## config.mk

```make
export PLATFORM = sky130hd
export DESIGN_NAME = irq_regbank
export DESIGN_NICKNAME = d
export VERILOG_FILES = /design/src/rtl/irq_regbank_pkg.sv /design/src/rtl/irq_status_cell.sv /design/src/rtl/irq_mask_reg.sv /design/src/rtl/irq_read_mux.sv /design/src/rtl/irq_regbank.sv
export SDC_FILE = /design/constraint.sdc
export NUM_CORES = 1
export LEC_CHECK = 0
export BUFFER_PORTS_ARGS = -buffer_cell sky130_fd_sc_hd__buf_4
export CAP_MARGIN = 20
export CORE_MARGIN = 5
export CORE_UTILIZATION = 43
export CTS_BUF_LIST = sky130_fd_sc_hd__clkbuf_4
export CTS_CLUSTER_DIAMETER = 30
export DETAILED_ROUTE_END_ITERATION = 8
export PLACE_DENSITY = 0.91
export SLEW_MARGIN = 20
export SYNTH_ARGS = -nofsm -noshare
export SYNTH_HDL_FRONTEND = slang
export SYNTH_HIERARCHICAL = 1
export SYNTH_SLANG_ARGS = --single-unit
```

## constraint.sdc

```tcl
create_clock -name clk -period 2.2 [get_ports clk]
set_clock_uncertainty 0.1 [all_clocks]
set_input_delay 0.11 -clock clk [delete_from_list [all_inputs] [get_ports clk]]
set_output_delay 0.11 -clock clk [all_outputs]
set_load 0.01 [all_outputs]
```

## src/rtl/irq_regbank_pkg.sv

```systemverilog
package irq_regbank_pkg;
   localparam int unsigned SRC_CNT = 10;

   // Event positions; software decodes these, so they are fixed.
   localparam int unsigned POS_DONE    = 0;
   localparam int unsigned POS_THRESH  = 1;
   localparam int unsigned POS_NOACK   = 2;
   localparam int unsigned POS_TMO     = 3;
   localparam int unsigned POS_TGT_RDY = 4;
   localparam int unsigned POS_RX_OVR  = 5;
   localparam int unsigned POS_TX_OVR  = 6;
   localparam int unsigned POS_RX_UND  = 7;
   localparam int unsigned POS_ARB     = 9;

   localparam logic [SRC_CNT-1:0] IMPL_DEFAULT =
      SRC_CNT'((1 << POS_DONE) | (1 << POS_THRESH) | (1 << POS_NOACK) |
               (1 << POS_TMO) | (1 << POS_TGT_RDY) | (1 << POS_RX_OVR) |
               (1 << POS_TX_OVR) | (1 << POS_RX_UND) | (1 << POS_ARB));

   localparam int unsigned OFS_STAT_DEFAULT = 'h10;
   localparam int unsigned OFS_MASK_DEFAULT = 'h20;
   localparam int unsigned OFS_EN_DEFAULT   = 'h24;
   localparam int unsigned OFS_DIS_DEFAULT  = 'h28;

   typedef enum logic [2:0] {
      SEL_NONE,
      SEL_STAT,
      SEL_MASK,
      SEL_EN,
      SEL_DIS
   } reg_sel_e;
endpackage

```

## src/rtl/irq_status_cell.sv

```systemverilog
module irq_status_cell #(
   parameter bit PRESENT = 1'b1
) (
   input  logic clk,
   input  logic rst_n,
   input  logic evt,
   input  logic clr,
   output logic q
);
   generate
      if (PRESENT) begin : g_live
         logic q_r;
         // Set has priority over clear so a colliding pulse is not lost.
         always_ff @(posedge clk or negedge rst_n) begin
            if (!rst_n) q_r <= 1'b0;
            else        q_r <= evt | (q_r & ~clr);
         end
         assign q = q_r;
      end else begin : g_tied
         logic unused_tie;
         assign unused_tie = evt ^ clr ^ clk ^ rst_n;
         assign q = 1'b0;
      end
   endgenerate
endmodule

```

## src/rtl/irq_mask_reg.sv

```systemverilog
module irq_mask_reg #(
   parameter int unsigned WIDTH = 10,
   parameter logic [WIDTH-1:0] IMPL = '1
) (
   input  logic             clk,
   input  logic             rst_n,
   input  logic             en_wr,
   input  logic             dis_wr,
   input  logic [WIDTH-1:0] bits,
   output logic [WIDTH-1:0] mask
);
   for (genvar i = 0; i < WIDTH; i++) begin : g_bit
      if (IMPL[i]) begin : g_live
         logic m_r;
         always_ff @(posedge clk or negedge rst_n) begin
            if (!rst_n)                 m_r <= 1'b1;
            else if (dis_wr && bits[i]) m_r <= 1'b1;
            else if (en_wr && bits[i])  m_r <= 1'b0;
         end
         assign mask[i] = m_r;
      end else begin : g_tied
         assign mask[i] = 1'b0;
      end
   end
endmodule

```

## src/rtl/irq_read_mux.sv

```systemverilog
module irq_read_mux
   import irq_regbank_pkg::*;
#(
   parameter int unsigned WIDTH  = 10,
   parameter int unsigned DATA_W = 32
) (
   input  logic              rd,
   input  reg_sel_e          sel,
   input  logic [WIDTH-1:0]  stat,
   input  logic [WIDTH-1:0]  mask,
   output logic [DATA_W-1:0] rdata
);
   always_comb begin
      rdata = '0;
      if (rd) begin
         case (sel)
            SEL_STAT: rdata[WIDTH-1:0] = stat;
            SEL_MASK: rdata[WIDTH-1:0] = mask;
            default:  rdata = '0;
         endcase
      end
   end
endmodule

```

## src/rtl/irq_regbank.sv

```systemverilog
module irq_regbank
   import irq_regbank_pkg::*;
#(
   parameter int unsigned ADDR_W   = 8,
   parameter int unsigned DATA_W   = 32,
   parameter int unsigned NUM_SRC  = SRC_CNT,
   parameter logic [NUM_SRC-1:0] IMPL = IMPL_DEFAULT,
   parameter int unsigned OFS_STAT = OFS_STAT_DEFAULT,
   parameter int unsigned OFS_MASK = OFS_MASK_DEFAULT,
   parameter int unsigned OFS_EN   = OFS_EN_DEFAULT,
   parameter int unsigned OFS_DIS  = OFS_DIS_DEFAULT
) (
   input  logic               clk,
   input  logic               rst_n,
   input  logic [NUM_SRC-1:0] evt_i,
   input  logic [ADDR_W-1:0]  reg_addr,
   input  logic [DATA_W-1:0]  reg_wdata,
   input  logic               reg_wr,
   input  logic               reg_rd,
   output logic [DATA_W-1:0]  reg_rdata,
   output logic               irq_o
);
   localparam int unsigned ADDR_SPAN = 1 << ADDR_W;

   if (NUM_SRC > DATA_W) begin : g_chk_width
      $error("irq_regbank: NUM_SRC exceeds DATA_W");
   end
   if (OFS_STAT >= ADDR_SPAN || OFS_MASK >= ADDR_SPAN ||
       OFS_EN >= ADDR_SPAN || OFS_DIS >= ADDR_SPAN) begin : g_chk_span
      $error("irq_regbank: offset outside address range");
   end
   if (OFS_STAT == OFS_MASK || OFS_STAT == OFS_EN || OFS_STAT == OFS_DIS ||
       OFS_MASK == OFS_EN || OFS_MASK == OFS_DIS || OFS_EN == OFS_DIS) begin : g_chk_uniq
      $error("irq_regbank: offsets collide");
   end

   reg_sel_e           sel;
   logic [NUM_SRC-1:0] wbits;
   logic [NUM_SRC-1:0] clr_vec;
   logic [NUM_SRC-1:0] stat_q;
   logic [NUM_SRC-1:0] mask_q;
   logic               wr_stat, wr_en, wr_dis;
   logic               irq_r;

   always_comb begin
      if      (reg_addr == ADDR_W'(OFS_STAT)) sel = SEL_STAT;
      else if (reg_addr == ADDR_W'(OFS_MASK)) sel = SEL_MASK;
      else if (reg_addr == ADDR_W'(OFS_EN))   sel = SEL_EN;
      else if (reg_addr == ADDR_W'(OFS_DIS))  sel = SEL_DIS;
      else                                    sel = SEL_NONE;
   end

   assign wbits   = reg_wdata[NUM_SRC-1:0];
   assign wr_stat = reg_wr && (sel == SEL_STAT);
   assign wr_en   = reg_wr && (sel == SEL_EN);
   assign wr_dis  = reg_wr && (sel == SEL_DIS);
   assign clr_vec = wr_stat ? wbits : '0;

   for (genvar i = 0; i < NUM_SRC; i++) begin : g_stat
      irq_status_cell #(.PRESENT(IMPL[i])) u_cell (
         .clk   (clk),
         .rst_n (rst_n),
         .evt   (evt_i[i]),
         .clr   (clr_vec[i]),
         .q     (stat_q[i])
      );
   end

   irq_mask_reg #(.WIDTH(NUM_SRC), .IMPL(IMPL)) u_mask (
      .clk    (clk),
      .rst_n  (rst_n),
      .en_wr  (wr_en),
      .dis_wr (wr_dis),
      .bits   (wbits),
      .mask   (mask_q)
   );

   irq_read_mux #(.WIDTH(NUM_SRC), .DATA_W(DATA_W)) u_rmux (
      .rd    (reg_rd),
      .sel   (sel),
      .stat  (stat_q),
      .mask  (mask_q),
      .rdata (reg_rdata)
   );

   always_ff @(posedge clk or negedge rst_n) begin
      if (!rst_n) irq_r <= 1'b0;
      else        irq_r <= |(stat_q & ~mask_q);
   end
   assign irq_o = irq_r;

   logic unused_wdata;
   assign unused_wdata = ^reg_wdata;
endmodule

```

==> impl_results.md, run 1 <==
- Status: complete, no violations
- Row count: 21
- Worst r2r src: u_mask/g_bit[6].g_live.m_r
- Global-route wire length before repair: 5.361 mm
- DRT Pass-1 Iters: 4
- Power per cell area: 373.4 mW/mm^2
- Final max-slew violation count: 0
- Max-cap violations: 0
- Reg2reg end: irq_o
- Hold-fix buffers, CTS: 19
- CTS Sinks: 19
- Synth Cell Area: 0.001463 mm^2
- Crit Path Category: in2out
- FMAX: 0.5851 GHz
- NumNets Final: 271
- Grt total ovfl: 0
- DRT Wirelength: 3.221 mm
- Top Ports: 87
- Final hold vios: 0
- Initial core utilization: 0.4418
- Final min period: 1.709 ns
- Commonest non-fill, non-tap cells in the layout: buf_4 (43), conb_1 (24), nand3b_1 (21), dlygate4sd3_1 (19), inv_1 (16)
- Post-CTS Setup Bufs: 0
- Chip height: 68.32 um
- Root buffer cell: clkbuf_4
- R2r worst-path depth: 3
- Peak VDD IR: 285.9 uV
- Reg2reg setup slack: 0.82 ns
- RD Place Congestion: 0.7326
- Initial antenna violation count: 0
- Leakage: 0.7869 nW
- Vias in the first global route: 1206
- Period utilization: 0.7769
- CTS tree: yes
- Crit. End Element: primary output
- Crit path required time: 1.99 ns
- Synth warnings: 6
- Fill cells: 329
- Width of the chip: 68.32 um
- Fin Setup TNS: 0 ns
- # resized after CTS: 0
- CP max FO: 10
- Area Growth Syn to Fin: 25.58%
- Core Footprint: 0.003311 mm^2
- Fraction of layout cells with a size suffix above 1: 0.2639
- Commonest non-fill, non-tap cell in the layout: buf_4
- DRC: 0
- CTS Buffer Depth: 2
- Cells after synthesis: 170
- Worst skew pair latency: 0.29 ns
- DRT antenna net count: 0
- Hold Path Class: in2async
- Total CTS buffers: 3
- Vias post-DR: 1232
- H-tree depth: 1
- 1st-iter DRT viols: 53
- Vias/cell: 4.702
- RSZ-0062 raised after global routing: false
- WL/cell: 12.29 um
- PortBufs: 39
- # diodes: 0
- Hpwl dp: 2.389 mm
- Clock slew at reported path FFs: 0.11 ns
- Die area: 0.004668 mm^2
- Hold_ws: 0.1097 ns
- All-Layer GR Usage: 0.1504
- Startpoint Class: input port
- Final setup fails: 0
- Largest net degree at the start of global routing: 21
- WP data arrival: 1.50 ns
- Avg Cell Area, Syn: 8.604 um^2
-- worst max-delay path, stage by stage --
cell      delay, ns
buf_4          0.12
or4b_1         0.54
nor2_1         0.09
nand2b_1       0.36
a21oi_1        0.11
buf_4          0.17
-- registers in the layout, indices dropped and copies added (netlist names) --
signal and count:
g_stat.u_cell/q 9, u_mask/g_bit.g_live.m_r 9, irq_o 1
-- power by group --
group	internal (mW)	switching, mW
combinational	0.0682	0.0571
sequential	0.364	0.00672
clock	0.0829	0.107
total	0.515	0.171
-- layout make-up --
class | count | area (um^2) | share of cell area
clock buffer | 4 | 30.03 | 0.01635
inverter | 16 | 60.06 | 0.03270
multi-input combinational | 115 | 689.4 | 0.3753
sequential | 19 | 486.7 | 0.2650
tap | 46 | 57.56 | 0.03134
timing repair buffer | 62 | 513.0 | 0.2793
-- per-stage QoR --
step           setup slack [ns]  instances  cell area [um^2]  total power [mW]    util
4_1_cts                  0.4928        262              1837            0.6914  0.5548
2_1_floorplan            0.8111        191              1541            0.4560       -
6_report                 0.4909        262              1837            0.6859  0.5548
3_3_place_gp             0.4947        239              1617            0.4718  0.4883
5_1_grt                  0.3458        262              1837            0.7211  0.5548
3_5_place_dp             0.4971        239              1617            0.4738  0.4883
-- metal layers --
| metal | GRT usage | vias to the layer above | wire [um] |
|---|---|---|---|
| li1 | - | 603 | - |
| met5 | 0 | - | 0 |
| met2 | 0.2684 | 44 | 1696 |
| met3 | 0.03120 | 4 | 230 |
| met4 | 0.04467 | 0 | 28 |
| met1 | 0.1800 | 581 | 1266 |
-- worst max path at each step --
| stage | depth (start not counted) | startpoint | to | slack (ns) |
|---|---|---|---|---|
| 4_1_cts | 6 | reg_addr[2] | reg_rdata[0] | 0.49 |
| 2_1_floorplan | 3 | u_mask/g_bit[0].g_live.m_r | irq_o | 0.81 |
| 3_5_place_dp | 6 | reg_addr[2] | reg_rdata[0] | 0.50 |
| 3_3_place_gp | 6 | reg_addr[2] | reg_rdata[9] | 0.49 |
| 6_report | 6 | reg_addr[2] | reg_rdata[2] | 0.49 |
| 5_1_grt | 6 | reg_addr[2] | reg_rdata[2] | 0.35 |
Power figures use the tool's default switching activity.
==> run 2, diff against run 1 <==
Settings changed: CORE_UTILIZATION 43 to 41.
Clock period 2.2 ns to 1.4 ns, I/O delays scaled along.
==> run 2 against run 1 <==
The flow now finishes with violations (setup timing). Sequential power up 57%. Final area grew 15%. Clock power rose by 49%. Die area rose by 4.2%. Largest cell class unchanged. Via count increased by 6.7%. Critical path type unchanged. Power rose by 63%. Hold slack worse by 0.055 ns. Largest power group unchanged. Setup slack got worse by 0.59 ns.
==> impl_results.md, run 2 (synthesis results as in run 1) <==
- Met3 usage: 0.05072 (+0.01953)
- Initial core utilization: 0.4315 (-0.01027)
- # diodes: 0 (unchanged)
- Initial antenna violation count: 0 (unchanged)
- Clock slew at reported path FFs: 0.12 ns (about the same)
- CTS Sinks: 19 (unchanged)
- M1 GR Usage: 0.1791 (-0.0009018)
- Crit. End Element: primary output
- Cell repeated most along the worst path: buf_6
- Row count: 21 (unchanged)
- NumNets Final: 285 (+5.2%)
- DRT Pass-1 Iters: 4 (unchanged)
- DRT Wirelength: 3.987 mm (+24%)
- Final hold vios: 0 (unchanged)
- All-Layer GR Usage: 0.1490 (-0.001405)
- Dpl ws: -0.2038 ns (-0.7009 ns)
- Failing checks: setup timing
- RD Place Congestion: 0.8666 (+18%)
- CP max FO: 10 (unchanged)
- Crit path required time: 1.23 ns (-0.76 ns)
- Die area: 0.004862 mm^2 (+4.2%)
- Final setup fails: 10 (+10)
- Top Ports: 87 (unchanged)
- Peak VDD IR: 453.2 uV (+59%)
- FMAX: 0.6689 GHz
- PortBufs: 39 (unchanged)
- Power per cell area: 530.6 mW/mm^2 (+42%)
- Status: finished, violations left
- Chip height: 69.73 um (+2.1%)
- CP max stage delay: 0.42 ns (-0.12 ns)
- Vias/cell: 4.764 (+1.3%)
- GRT met2 Usage: 0.2638 (-0.004580)
- Finished layout cell area: 0.002107 mm^2 (+15%)
- WP buf/inv: 3 (+1)
- RSZ-0062 raised after global routing: true
- Worst-path cell chain: buf_6, or3_4, nor2_4, buf_6, nand3b_1, a21oi_2, buf_4
- DRC: 0 (unchanged)
- Commonest non-fill, non-tap cell in the layout: buf_4
- Delay-heaviest family, CP: simple AND/OR/NAND/NOR gates
- Hpwl dp: 2.411 mm (+0.92%)
- Commonest non-fill, non-tap cells in the layout: buf_4 (46), conb_1 (24), nand3b_1 (21), dlygate4sd3_1 (19), inv_1 (16)
- WP data arrival: 1.32 ns (-0.18 ns)
- CTS Buffer Depth: 2 (unchanged)
- WL/cell: 14.45 um (+18%)
- Fraction of layout cells with a size suffix above 1: 0.3957 (+0.1318)
- Final Total Pwr: 1.118 mW (+63%)
- Final max-slew violation count: 0 (unchanged)
- H-tree depth: 1 (unchanged)
- Leakage: 0.8941 nW (+14%)
- Vias in the first global route: 1254 (+4.0%)
- Period utilization: 1.068
- Worst r2r src: u_mask/g_bit[6].g_live.m_r
- Width of the chip: 69.73 um (+2.1%)
- CTS tree: yes
- CP Launch Point: reg_addr[0]
- DRT antenna net count: 0 (unchanged)
- Final Core Density: 0.6216 (+0.06683)
- 1st-iter DRT viols: 29 (-45%)
- Slowest CP cell: or3_4
- Vias post-DR: 1315 (+6.7%)
- Root buffer cell: clkbuf_4
- Core Footprint: 0.003390 mm^2 (+2.4%)
- Max-cap violations: 0 (unchanged)
- Global-route wire length before repair: 5.851 mm (+9.1%)
- Grt total ovfl: 0 (unchanged)
- Final std cells w/o fill: 276 (+5.3%)
- Area Growth Syn to Fin: 44.05%
- Largest net degree at the start of global routing: 20 (-4.8%)
- Startpoint Class: input port
- Worst skew pair latency: 0.31 ns (+0.02 ns)
- Hold Path Class: in2async
- Dpl cells: 247 (+3.3%)
- Crit Path Category: in2out
- Final WS setup: -0.09489 ns (-0.5858 ns)
- Dpl cell area: 0.001689 mm^2 (+4.5%)
- Most Used Layer, Global Route: met2
- Final min period: 1.495 ns
- Total CTS buffers: 3 (unchanged)
-- run 2: cell types whose count changed in the layout (fill, tap and decap cells not counted), sizes merged --
cell	previous run	this run
clkinv	0	1
clkbuf	4	5
buf	43	55
-- run 2: area by class of cell --
| cell class | count | area, um^2 |
|---|---|---|
| well taps | 46 | 57.56 |
| inverters | 16 | 60.06 |
| repair buffers | 76 | 678.2 |
| clock buffers | 3 | 22.52 |
| fillers | 268 | 1282 |
| clock inverters | 1 | 5.005 |
| flip-flops and latches | 19 | 486.7 |
| multi-input cells | 115 | 797.0 |
-- run 2: repair_timing --
action	CTS	global route
cloned	2	2
setup endpoints to repair	10	10
hold buffers	19	0
gates resized for setup	19	16
pin swaps	12	6
hold endpoints to repair	37	0
buffers inserted	0	2
-- run 2: stage by stage --
stage / hold WS [ns] / TNS (ns)
after floorplan: -0.3256 / 0
after global placement: -0.1451 / -1.817
after detailed placement: -0.1403 / -2.433
after CTS: 0.06994 / -0.7533
after global routing: 0.08155 / -1.206
final: 0.05510 / -0.7109
-- run 2: power by group --
| part | switching (mW) | total, mW | internal, mW |
|---|---|---|---|
| Combinational | 0.111 | 0.251 | 0.140 |
| Sequential | 0.0113 | 0.583 | 0.572 |
| Clock | 0.177 | 0.284 | 0.107 |
-- run 2: worst paths after layout --
kind	end	slack, ns	cells after the start
max	reg_rdata[9]	-0.09	7
min	g_stat[9].u_cell/q	0.06	2
max reg2reg	irq_o	-0.05	3
min reg2reg	g_stat[0].u_cell/q	0.43	1
max in group asynchronous	u_mask/g_bit[1].g_live.m_r	0.87	2
min in group clk	u_mask/g_bit[6].g_live.m_r	0.27	6
-- run 2: layer usage --
| layer | routed length, um | part of all wire |
|---|---|---|
| met5 | 0 | 0 |
| met3 | 257 | 0.064 |
| met2 | 1999 | 0.50 |
| met4 | 72 | 0.018 |
| met1 | 1658 | 0.42 |
==> run 3, diff against run 2 <==
Settings changed: CORE_UTILIZATION 41 to 38, PLACE_DENSITY 0.91 to 0.9, SYNTH_HIERARCHICAL 1 to default.
==> run 3 against run 2 <==
The run still ends with setup timing left. Flip-flop and latch count unchanged. Combinational power about the same. Utilization decreased by 3.2 points. Hold slack got worse by 0.036 ns. Via count decreased by 8.3%. Clock power increased by 5%. Setup slack improved by 0.087 ns. Cell count decreased by 8.3%. Wire length decreased by 14%. Sequential power decreased by 0.7%. First-iteration DRC count increased by 130%. Critical path type unchanged. Largest power group unchanged. Highest routed layer unchanged.
==> impl_results.md, run 3 <==
- WL/cell: 13.49 um (-6.6%)
- Startpoint Class: input port
- Clock Power Share: 0.265 (+0.011)
- Fin Setup TNS: -0.01353 ns (+0.6974 ns)
- Final hold vios: 0 (unchanged)
- Chip height: 66.55 um (-4.6%)
- Worst skew pair latency: 0.29 ns (-0.02 ns)
- Synth warnings: 0 (-6)
- Metal2 WL: 1.799 mm (-10%)
- Seq cells post-synth: 19
- Max-cap violations: 0 (unchanged)
- Peak VDD IR: 287.6 uV (-37%)
- Synth area leaders: dfrtp_1 (21%), dfstp_2 (19%), buf_4 (14%), nor2_1 (8.3%), a22oi_1 (6.2%)
- Row count: 20 (-4.8%)
- Grt total ovfl: 0 (unchanged)
- Hold Path Class: in2reg
- Clock slew at reported path FFs: 0.11 ns (about the same)
- CTS tree: yes
- Cell with the most instances after synthesis: nor2_1
- Total CTS buffers: 3 (unchanged)
- Avg Cell Area, Syn: 8.437 um^2 (-1.9%)
- NumNets Final: 264 (-7.4%)
- Finished layout cell area: 0.001799 mm^2 (-15%)
- # diodes: 0 (unchanged)
- Hpwl dp: 2.507 mm (+4.0%)
- Max Used Layer: met4
- CTS Sinks: 19 (unchanged)
- Crit. End Element: primary output
- Power per cell area: 628.4 mW/mm^2 (+18%)
- DRT antenna net count: 0 (unchanged)
- Crit Path Category: in2out
- Commonest cells in the netlist: nor2_1 (27), buf_4 (23), a22oi_1 (10), dfrtp_1 (10)
- Most used DFF post-synth: dfrtp_1
- Final max-slew violation count: 0 (unchanged)
- RSZ-0062 raised after global routing: true
- Switching Fraction: 0.2667 (-0.001135)
- Final min period: 1.407 ns (-0.08745 ns)
- 1st-iter DRT viols: 68 (+130%)
- DRC: 0 (unchanged)
- FMAX: 0.7105 GHz (+6.2%)
- Commonest non-fill, non-tap cell in the layout: buf_4
- Core Footprint: 0.003053 mm^2 (-9.9%)
- All-Layer GR Usage: 0.1540 (+0.004976)
- Register share of total power: 0.512 (-0.010)
- Vias in the first global route: 1198 (-4.5%)
- PortBufs: 39 (unchanged)
- Top Ports: 87 (unchanged)
- Ys async rst share: 1.000
- Netlist cell types: 26
- Dpl ws: -0.1995 ns (+0.004335 ns)
- Int Pwr: 0.8291 mW (+1.3%)
- Period utilization: 1.005 (-0.06246)
- Final WS setup: -0.007440 ns (+0.08745 ns)
- Vias post-DR: 1206 (-8.3%)
- RD Place Congestion: 0.7968 (-8.1%)
- Root buffer cell: clkbuf_4
- Global-route wire length before repair: 5.347 mm (-8.6%)
- Logic pwr share: 0.223 (about the same)
- CP max FO: 5 (-5)
- DRT Pass-1 Iters: 4 (unchanged)
- Vias/cell: 4.767 (about the same)
- Final Total Pwr: 1.131 mW (+1.1%)
- Cells after synthesis: 144 (-15%)
- Width of the chip: 66.55 um (-4.6%)
- CTS Buffer Depth: 2 (unchanged)
- Synth Cell Area: 0.001215 mm^2 (-17%)
- Initial antenna violation count: 0 (unchanged)
- Wl on met1: 1.365 mm (-18%)
- Commonest non-fill, non-tap cells in the layout: buf_4 (45), conb_1 (23), dlygate4sd3_1 (19), nor2_1 (18)
- Synth top area share: 0.2060
- H-tree depth: 1 (unchanged)
- WP data arrival: 1.24 ns (-0.08 ns)
- Status: finished, violations left
- Final setup fails: 3 (-7)
- Area Growth Syn to Fin: 48.10%
- Crit path required time: 1.23 ns (about the same)
- Dpl cell area: 0.001536 mm^2 (-9.0%)
- Register area share after synthesis: 0.4006
- Initial core utilization: 0.3980 (-0.03357)
- Failing checks: setup timing
- P_sw: 0.3015 mW (+0.72%)
- DR WL met3: 222 um (-14%)
- Area leader, netlist: dfrtp_1
- Die area: 0.004428 mm^2 (-8.9%)
- Fill cells: 286 (+6.7%)
- Final Core Density: 0.5893 (-0.03229)
- Fraction of layout cells with a size suffix above 1: 0.3636 (-0.03202)
- Largest net degree at the start of global routing: 20 (unchanged)
- Leakage: 0.7786 nW (-13%)
- DRT Wirelength: 3.414 mm (-14%)
- EDFF count, synth: 0
## run 3: layer usage
metal,vias to the layer above,track usage
met3,6,0.01686
met2,54,0.2847
met5,-,0
met4,0,0.02792
met1,562,0.1921
li1,584,-
## run 3: kinds of logic after synthesis
kind of cell,share of synthesized area
AO/OA/AOI/OAI,0.1761
buffers and inverters,0.1885
flip-flops,0.4006
other,0.003087
AND/OR/NAND/NOR,0.2317
## run 3: timing repair
item	in CTS	in global routing
setup buffers	0	0
pin swaps	9	1
setup endpoints to repair	10	10
cloned	1	0
hold buffers	19	0
hold endpoints to repair	37	0
gates resized for setup	7	3
## run 3: path summary, 6_finish.rpt
| path | slack [ns] | cells after the start | to | from |
|---|---|---|---|---|
| setup / recovery | -0.007 | 5 | reg_rdata[6] | reg_addr[6] |
| hold / removal | 0.02 | 3 | u_mask.g_bit[4].g_live.m_r | reg_wr |
| setup reg to reg | 0.07 | 3 | irq_o | u_mask.g_bit[1].g_live.m_r |
| hold reg to reg | 0.40 | 2 | u_mask.g_bit[6].g_live.m_r | u_mask.g_bit[6].g_live.m_r |
| max in group asynchronous | 0.86 | 2 | u_mask.g_bit[2].g_live.m_r | rst_n |
| min in group asynchronous | 0.07 | 2 | g_stat[7].u_cell.q | rst_n |
## run 3: power groups by stage
stage	Sequential (mW)	Combinational [mW]	Clock [mW]
6_report	0.579	0.252	0.299
5_1_grt	0.581	0.276	0.321
4_1_cts	0.579	0.247	0.304
3_5_place_dp	0.588	0.200	0
3_3_place_gp	0.588	0.194	0
2_1_floorplan	0.587	0.142	0
## run 3: final cells by class
class | count | area, um^2 | share of cell area
Multi-Input combinational cell | 112 | 631.9 | 0.3512
Timing Repair Buffer | 68 | 573.1 | 0.3185
Inverter | 6 | 22.52 | 0.01252
Tap cell | 44 | 55.05 | 0.03060
Sequential cell | 19 | 486.7 | 0.2705
Clock buffer | 4 | 30.03 | 0.01669
## run 3: worst max-delay path, cell delays in order
cell and delay [ns]:
buf_6 0.09, or4_4 0.55, or2_4 0.30, nor2_2 0.10, buf_4 0.12
## run 3: stage by stage
stage	cells	hold slack [ns]
after global placement	229	-0.1465
after detailed placement	229	-0.1439
after global routing	253	0.04465
after floorplan	166	-0.3256
after CTS	253	0.02671
final	253	0.01939
